## config.mk

```make
export PLATFORM = sky130hd
export DESIGN_NAME = pb_power_ctrl
export DESIGN_NICKNAME = d
export VERILOG_FILES = /design/src/rtl/pb_power_pkg.sv /design/src/rtl/pb_sync.sv /design/src/rtl/pb_power_dp.sv /design/src/rtl/pb_power_ctl.sv /design/src/rtl/pb_power_ctrl.sv
export SDC_FILE = /design/constraint.sdc
export NUM_CORES = 1
export LEC_CHECK = 0
export BUFFER_PORTS_ARGS = -buffer_cell sky130_fd_sc_hd__buf_2
export CELL_PAD_IN_SITES_DETAIL_PLACEMENT = 0
export CELL_PAD_IN_SITES_GLOBAL_PLACEMENT = 1
export CORE_AREA = 2 2 64 66
export CTS_CLUSTER_SIZE = 10
export DETAILED_ROUTE_END_ITERATION = 10
export DIE_AREA = 0 0 66 68
export PLACE_DENSITY_LB_ADDON = 0.1
export REMOVE_ABC_BUFFERS = 1
export SLEW_MARGIN = 20
export SYNTH_ARGS = -nofsm -noshare
export SYNTH_HDL_FRONTEND = slang
export SYNTH_SLANG_ARGS = --single-unit
```

## constraint.sdc

```tcl
create_clock -name clk -period 1.5 [get_ports clk]
set_input_delay 0.45 -clock clk [delete_from_list [all_inputs] [get_ports clk]]
set_output_delay 0.45 -clock clk [all_outputs]
set_load 0.02 [all_outputs]
```

## src/rtl/pb_power_pkg.sv

```systemverilog
package pb_power_pkg;

  typedef enum logic [2:0] {
    ST_OFF       = 3'd0,
    ST_SEQ_ON    = 3'd1,
    ST_WAIT_HOST = 3'd2,
    ST_ON        = 3'd3,
    ST_SHUTDOWN  = 3'd4
  } pwrState_t;

  // control -> datapath strobes
  typedef struct packed {
    logic railOn;    // rails powered in this state
    logic tmrClear;  // hold reset timer cleared, reset output low
  } ctlStrobe_t;

  // datapath -> control qualified button presses
  typedef struct packed {
    logic pressEn;
    logic pressRst;
  } btnStatus_t;

endpackage

```

## src/rtl/pb_sync.sv

```systemverilog
module pb_sync #(
  parameter int   STAGES    = 2,
  parameter logic RESET_VAL = 1'b1
) (
  input  logic clk,
  input  logic rstN,
  input  logic din,
  output logic dout
);
  logic [STAGES-1:0] chain;

  always_ff @(posedge clk or negedge rstN) begin
    if (!rstN) chain <= {STAGES{RESET_VAL}};
    else       chain <= {chain[STAGES-2:0], din};
  end

  assign dout = chain[STAGES-1];

  initial begin
    assert (STAGES >= 2) else $error("pb_sync needs at least two stages");
  end
endmodule

```

## src/rtl/pb_power_dp.sv

```systemverilog
module pb_power_dp
  import pb_power_pkg::*;
#(
  parameter int TIMEOUT     = 1000,
  parameter int NUM_RAILS   = 3,
  parameter int SYNC_STAGES = 2
) (
  input  logic                 clk,
  input  logic                 rstN,
  input  logic                 pbEnableN,
  input  logic                 pbResetN,
  input  ctlStrobe_t           ctl,
  output btnStatus_t           btn,
  output logic [NUM_RAILS-1:0] railEn,
  output logic                 sysResetN,
  output logic                 pbStatusN
);
  localparam int NUM_BTN = 2;
  localparam int CW = (TIMEOUT > 1) ? $clog2(TIMEOUT) : 1;
  localparam logic [CW-1:0] LAST = CW'(TIMEOUT - 1);

  // button synchronizers, index 0 = soft press, 1 = hard press
  logic [NUM_BTN-1:0] rawN;
  logic [NUM_BTN-1:0] syncN;
  assign rawN = {pbResetN, pbEnableN};

  for (genvar i = 0; i < NUM_BTN; i++) begin : g_sync
    pb_sync #(.STAGES(SYNC_STAGES), .RESET_VAL(1'b1)) u_sync (
      .clk (clk),
      .rstN(rstN),
      .din (rawN[i]),
      .dout(syncN[i])
    );
  end

  assign btn.pressEn  = ~syncN[0];
  assign btn.pressRst = ~syncN[1];
  assign pbStatusN    = &syncN;

  // reset time-out counter
  logic [CW-1:0] tmrCnt;
  logic          tmrDone;

  always_ff @(posedge clk or negedge rstN) begin
    if (!rstN) begin
      tmrCnt  <= '0;
      tmrDone <= 1'b0;
    end else if (ctl.tmrClear) begin
      tmrCnt  <= '0;
      tmrDone <= 1'b0;
    end else if (!tmrDone) begin
      if (tmrCnt == LAST) tmrDone <= 1'b1;
      else                tmrCnt  <= tmrCnt + 1'b1;
    end
  end

  assign sysResetN = tmrDone & ~ctl.tmrClear;

  for (genvar r = 0; r < NUM_RAILS; r++) begin : g_rail
    assign railEn[r] = ctl.railOn;
  end

  // a qualified hard press forces reset low in the same cycle
  p_mrst_immediate_r8: assert property (@(posedge clk) disable iff (!rstN)
    btn.pressRst |-> !sysResetN);

  // reset release only follows a completed count
  p_release_after_count_r5: assert property (@(posedge clk) disable iff (!rstN)
    $rose(sysResetN) |-> ($past(tmrCnt) == LAST));

  p_cnt_bound_r5: assert property (@(posedge clk) disable iff (!rstN)
    tmrCnt <= LAST);

endmodule

```

## src/rtl/pb_power_ctl.sv

```systemverilog
module pb_power_ctl
  import pb_power_pkg::*;
(
  input  logic       clk,
  input  logic       rstN,
  input  btnStatus_t btn,
  input  logic       hostPwrEn,
  input  logic       hostPwrHold,
  input  logic       powerGood,
  output ctlStrobe_t ctl
);
  pwrState_t curState, nxtState;
  logic hostKeep, pressAny, enReq;

  assign hostKeep = hostPwrEn | hostPwrHold;
  assign pressAny = btn.pressEn | btn.pressRst;
  assign enReq    = btn.pressEn & ~btn.pressRst;  // hard press has priority

  always_comb begin
    nxtState = curState;
    unique case (curState)
      ST_OFF:
        if (enReq) nxtState = ST_SEQ_ON;
      ST_SEQ_ON:
        if (!hostKeep && !pressAny) nxtState = ST_SHUTDOWN;
        else if (powerGood)         nxtState = hostKeep ? ST_ON : ST_WAIT_HOST;
      ST_WAIT_HOST:
        if (!hostKeep && !pressAny) nxtState = ST_SHUTDOWN;
        else if (!powerGood)        nxtState = ST_SEQ_ON;
        else if (hostKeep)          nxtState = ST_ON;
      ST_ON:
        if (!hostKeep)       nxtState = ST_SHUTDOWN;
        else if (!powerGood) nxtState = ST_SEQ_ON;
      ST_SHUTDOWN:
        if (!pressAny) nxtState = ST_OFF;
      default:
        nxtState = ST_OFF;
    endcase
  end

  always_ff @(posedge clk or negedge rstN) begin
    if (!rstN) curState <= ST_OFF;
    else       curState <= nxtState;
  end

  logic running;
  assign running      = (curState == ST_WAIT_HOST) || (curState == ST_ON);
  assign ctl.railOn   = (curState == ST_SEQ_ON) || running;
  assign ctl.tmrClear = ~running | btn.pressRst;

  // rails only start from a clean soft press
  p_rails_need_press_r3: assert property (@(posedge clk) disable iff (!rstN)
    $rose(ctl.railOn) |-> $past(btn.pressEn && !btn.pressRst));

  // host releasing both latches while on drops the rails next cycle
  p_host_drop_off_r7: assert property (@(posedge clk) disable iff (!rstN)
    (curState == ST_ON && !hostKeep) |=> !ctl.railOn);

  // shutdown persists while the button is still held
  p_shutdown_holds_r11: assert property (@(posedge clk) disable iff (!rstN)
    (curState == ST_SHUTDOWN && pressAny) |=> (curState == ST_SHUTDOWN));

  // release without host latch during power-up ends in shutdown
  p_unlatched_release_r4: assert property (@(posedge clk) disable iff (!rstN)
    (ctl.railOn && curState != ST_ON && !pressAny && !hostKeep) |=> !ctl.railOn);

endmodule

```

## src/rtl/pb_power_ctrl.sv

```systemverilog
module pb_power_ctrl
  import pb_power_pkg::*;
#(
  parameter int TIMEOUT     = 1000,
  parameter int NUM_RAILS   = 3,
  parameter int SYNC_STAGES = 2
) (
  input  logic                 clk,
  input  logic                 rstN,
  input  logic                 pbEnableN,
  input  logic                 pbResetN,
  input  logic                 hostPwrEn,
  input  logic                 hostPwrHold,
  input  logic                 powerGood,
  output logic [NUM_RAILS-1:0] railEn,
  output logic                 sysResetN,
  output logic                 pbStatusN
);
  ctlStrobe_t ctl;
  btnStatus_t btn;

  pb_power_dp #(
    .TIMEOUT    (TIMEOUT),
    .NUM_RAILS  (NUM_RAILS),
    .SYNC_STAGES(SYNC_STAGES)
  ) u_dp (
    .clk      (clk),
    .rstN     (rstN),
    .pbEnableN(pbEnableN),
    .pbResetN (pbResetN),
    .ctl      (ctl),
    .btn      (btn),
    .railEn   (railEn),
    .sysResetN(sysResetN),
    .pbStatusN(pbStatusN)
  );

  pb_power_ctl u_ctl (
    .clk        (clk),
    .rstN       (rstN),
    .btn        (btn),
    .hostPwrEn  (hostPwrEn),
    .hostPwrHold(hostPwrHold),
    .powerGood  (powerGood),
    .ctl        (ctl)
  );

  // host reset is low whenever the rails are off
  p_rails_off_reset_low_r7: assert property (@(posedge clk) disable iff (!rstN)
    !railEn[0] |-> !sysResetN);

endmodule

```

---- Word-level counts from Yosys, hierarchy flattened ----
Cells that the tools add are included.
storage, ports and cells
  register bits ........................... 18
  input bits .............................. 7
  output and inout port bits .............. 5
  logic and storage cells ................. 53
cells by class
  add/subtract/negate cells ............... 1
  equal/unequal tests ..................... 12
  mux-type cells .......................... 17
  bitwise gates (word level) .............. 9
  reductions and logical operators ........ 9
operator list
  cell                     number
  $mux W10                 3
  $mux W3                  9
  $pmux W3 S5              1
  $add A10 B1 Y10 const B  1
  $eq A10 B10 Y1 const B   1
  $eq A3 B2 Y1 const B     2
  $ne A2 B1 Y1 const B     3
  $reduce_and A5 Y1        1
  $mux W1                  4
  $ne A4 B2 Y1 const B     1
  $not A1 Y1               4
  $reduce_and A2 Y1        2
  $eq A3 B1 Y1 const B     1
  $eq A3 B3 Y1 const B     1
  $logic_not A3 Y1         1
  $ne A3 B2 Y1 const B     1
  $ne A3 B3 Y1 const B     1
  $or A1 B1 Y1             3
  $and A1 B1 Y1            2
  $logic_not A1 Y1         2
  $logic_or A1 B1 Y1       2
  $ne A2 B2 Y1 const B     1
  $logic_and A1 B1 Y1      1

---- Longest topological paths before layout ----
  word-level depth ........................ 6
  mapped depth ............................ 4
  gate-level depth less buffers ........... 4

---- Cells and area by module ----
A second synthesis with hierarchy kept.
unflattened totals
  cell total of the unflattened synthesis .. 98
  area total of the unflattened synthesis .. 968.4 um^2
modules (own cells, without submodules)
  module        instances  cells an instance  area an instance (um^2)  seq. area each (um^2)
  pb_power_dp   1          72                 673.1                    275.3
  pb_power_ctl  1          22                 190.2                    75.1
  pb_sync       2          2                  52.6                     52.6

---- Worst setup path after synthesis ----
No wires, ideal clock.
  path kind ............................... register -> output
  from .................................... reg u_ctl.curState[1]
  to ...................................... out railEn[1]
  arrival ................................. 1.243 ns
  slack ................................... -0.193 ns
  cell stages (with the launch flop) ...... 5
  path through ............................ dfrtp_1 clkbuf_1 nor2_1 nor2_1 buf_4
between the ends
  longest elaborated chain between the ends .. 3
  elaborated cells between the ends (all ways) .. 5
  those cells by class .................... 3 x eq/ne; 2 x reduce/logical
ends and longest elaborated chain
  what                      line                 text
  start: declaration        pb_power_ctl.sv:12   pwrState_t curState, nxtState;
  start signal: assignment  pb_power_ctl.sv:43   else curState <= nxtState;
  $eq A3 B2 Y1              pb_power_ctl.sv:47   assign running = (curState == ST_WAIT_HOST) || (curState == ST_ON);
  $logic_or A1 B1 Y1        pb_power_ctl.sv:47
  $logic_or A1 B1 Y1 *      pb_power_ctl.sv:48   assign ctl.railOn = (curState == ST_SEQ_ON) || running;
  end: declaration          pb_power_ctrl.sv:15  output logic [NUM_RAILS-1:0] railEn,
Mark *: on every way between the ends. The rest lies on a longest branch, timed or not.

---- Worst setup path in the final report ----
  from .................................... reg u_dp.g_sync[1].u_sync.chain[1]
  to ...................................... out sysResetN
between the ends
  longest elaborated chain between the ends .. 4
ends and longest elaborated chain
  what                      line                 text
  start: declaration        pb_sync.sv:10        logic [STAGES-1:0] chain;
  start signal: assignment  pb_sync.sv:13        if (!rstN) chain <= {STAGES{RESET_VAL}};
  start signal: assignment  pb_sync.sv:14        else chain <= {chain[STAGES-2:0], din};
  $not A1 Y1                pb_power_dp.sv:37    assign btn.pressRst = ~syncN[1];
  $or A1 B1 Y1              pb_power_ctl.sv:49   assign ctl.tmrClear = ~running | btn.pressRst;
  $not A1 Y1                pb_power_dp.sv:57    assign sysResetN = tmrDone & ~ctl.tmrClear;
  $and A1 B1 Y1             pb_power_dp.sv:57
  end: declaration          pb_power_ctrl.sv:16  output logic sysResetN,
Every way passes these cells.

==> summary.txt <==
Top cell type's share of synthesized area = 0.386
Initial DRC Count = 22
Layout cell share with drive strength beyond 1 = 0.414
Clock Skew = 0.00465 ns
Dpl cells = 151
Area grow syn2layout = 34.2%
Post-synth EDFFs = 0
Worst Tran Pin Value = 0.408 ns
Arr. time, crit path = 1.23 ns
Via/cell ratio = 4.64
P_leak = 0.552 nW
CTS tree = yes
Row Count = 23
Crit-path max cell delay = 0.53 ns
CTS buffer count = 3
Max FO, Critical Path = 2
Number of max-cap violations = 0
DP Worst Slack = 0.0141 ns
Primary FF master, synth = dfrtp_1
Peak VDD IR = 402 uV
Fillcell total = 408
Mean Syn Cell Area = 10.8 sq um
Setup ws final = -0.177 ns
Tightest Hold Check Type = in -> async
PwrDens = 1160 nW/um^2
# port buffers = 11
Post-synthesis sequential area ratio = 0.502
Clock-pin slew on the worst setup and hold paths = 0.07 ns
CP Cell Sequence = and3b_2 > and2_4 > buf_6
Library cell with the largest summed area after synthesis = dfrtp_1
Pin count of the biggest net entering global routing = 19
CP delay by family, top = flip-flops
Congestion Overflow GR = 0
Kind of critical path = reg -> out
Routed Antenna Nets = 0
Period utilisation layout = 1.12
WP buf/inv = 1
FMAX = 596 MHz
Crit start category = flip-flop
Core ar. = 3860 sq um
Worst-skew pair later-pin latency = 0.25 ns
Synth warn = 0
Detailed-route DRC error count = 0
Num Clock Sinks = 18
Finished Layout Cells = 161
Final Routed Wirelength = 2.03 mm
DR WL/cell = 12.6 microns
Antenna diodes = 0
Slew Limit Fails = 0
Setup violators final = 4
Final HPWL DP = 1.42 mm
Die H = 68 microns
CP endpoint kind = output pin
Starting Density = 0.235
Die width = 66 microns
Status = finished with violations
Vias in the first global route = 761
Initial antenna violation count = 0
RSZ-0062 raised after global routing = true
Synth Register Bits = 18
Rel. slew slack = 0.728
Max Root-Sink Buffers = 2
Vias = 747
Async S/R FF share, synth = 1.00
Cells after Synth = 84
Fin nets = 120
Netlist area before placement = 907 sq um
First-pass DRT Iterations = 4
Worst path depth = 3
Tot GR Track Use = 0.101
Failing checks = setup timing
Final hold vios = 0
CP max-delay cell = dfstp_2
Fin crit period = 1.68 ns
R2R cell count = 4
First-pass GRT wire length = 3.46 mm
Top Ports = 12
H-tree depth = 1
Yosys cell types = 36
Data required time at the worst endpoint = 1.05 ns
Root Driver = clkbuf_8
Final GP Congestion = 0.657
Top cells by area, synth = dfrtp_1 39%, dfstp_2 12%, a21oi_1 4.4%
Die Area = 4490 sq um
[cells in the mapped netlist (2+ instances only)]
cell type	instances
dfrtp_1	14
a21oi_1	8
nand2_1	7
nor2_1	6
dfstp_2	4
a21o_1	3
o21ai_0	3
o31ai_1	3
or4_1	3
a31oi_1	2
and2_1	2
buf_4	2
mux2i_1	2
nand2b_1	2
nand4_1	2
[per-layer routing]
| layer | routed length, microns | global-route usage |
|---|---|---|
| met5 | 0 | 0 |
| met3 | 56 | 0.0214 |
| met1 | 999 | 0.131 |
| met4 | 17 | 0.0459 |
| met2 | 956 | 0.163 |
[worst register-to-register path, stage by stage, from the launching register on]
cell and delay [ns]:
dfrtp_1 0.39, ha_2 0.21, and4bb_2 0.25, a311o_2 0.38
a21oi_1 0.12
[registers in the layout, indices dropped and copies added (netlist names)]
signal / count
u_dp.tmrDone: 1
u_ctl.curState: 3
u_dp.g_sync.u_sync.chain: 4
u_dp.tmrCnt: 10
[per-stage QoR]
stage	setup TNS [ns]	util	total power, mW	instance area [sq um]	hold slack (ns)
floorplan	-0.963	-	0.761	888	0.154
global placement	0	0.278	0.910	1070	0.347
detailed placement	0	0.278	0.901	1070	0.347
CTS	-0.284	0.308	1.36	1190	0.133
global route	-0.487	0.316	1.50	1220	0.146
finish	-0.260	0.316	1.41	1220	0.114
[layout make-up]
class	count	area [sq um]	area share
tap	50	62.6	0.0514
multi-input combinational	63	452	0.371
clock buffer	4	55.1	0.0452
sequential	18	457	0.375
timing repair buffer	26	191	0.157
[repair_timing]
action                     in CTS  in global routing
hold buffers                    0                  0
pin swaps                       1                  1
hold endpoints to repair        0                  0
setup endpoints to repair       5                  8
setup buffers                   4                  2
gates resized for setup        12                  4
[final timing paths]
path / startpoint / end / slack [ns]
worst min register to register: u_dp.g_sync[0].u_sync.chain[0] / u_dp.g_sync[0].u_sync.chain[1] / 0.36
min in group clk: pbResetN / u_dp.g_sync[1].u_sync.chain[0] / 0.29
max in group asynchronous: rstN / u_dp.g_sync[0].u_sync.chain[1] / 1.06
worst min-delay path: rstN / u_dp.tmrCnt[8] / 0.11
worst max-delay path: u_dp.g_sync[1].u_sync.chain[1] / sysResetN / -0.18
worst max register to register: u_dp.tmrCnt[0] / u_dp.tmrCnt[3] / 0.08
[power breakdown]
group	internal [mW]	switching [mW]
Sequential	0.529	0.0414
Combinational	0.226	0.213
Clock	0.233	0.171
Total	0.988	0.425
[layout by cell type, fill, tap and decap left out, types with 2 or more instances in the layout]
master / Yosys / final
dfrtp_1: 14 / 13
clkbuf_8: 0 / 4
nand4_1: 2 / 2
nor2_1: 6 / 4
buf_4: 2 / 17
buf_6: 0 / 3
nand2b_1: 2 / 2
o21ai_0: 3 / 3
a21oi_1: 8 / 8
dfstp_2: 4 / 4
or4_1: 3 / 3
buf_2: 0 / 6
nand2_1: 7 / 7
mux2i_1: 2 / 2
o31ai_1: 3 / 3
a31oi_1: 2 / 2
and2_4: 0 / 2
a21o_1: 3 / 3
[kinds of logic (layout without fill, tap and decap cells)]
kind of cell	Yosys count	in the layout	share of synthesized area
AO/OA/AOI/OAI	24	24	0.177
buffers and inverters	3	30	0.0207
adder cells (fa/ha/maj)	2	2	0.0248
multiplexers	2	2	0.0221
XOR/XNOR	2	2	0.0193
AND/OR/NAND/NOR	33	33	0.234
flip-flops	18	18	0.502
Power figures use the tool's default switching activity.
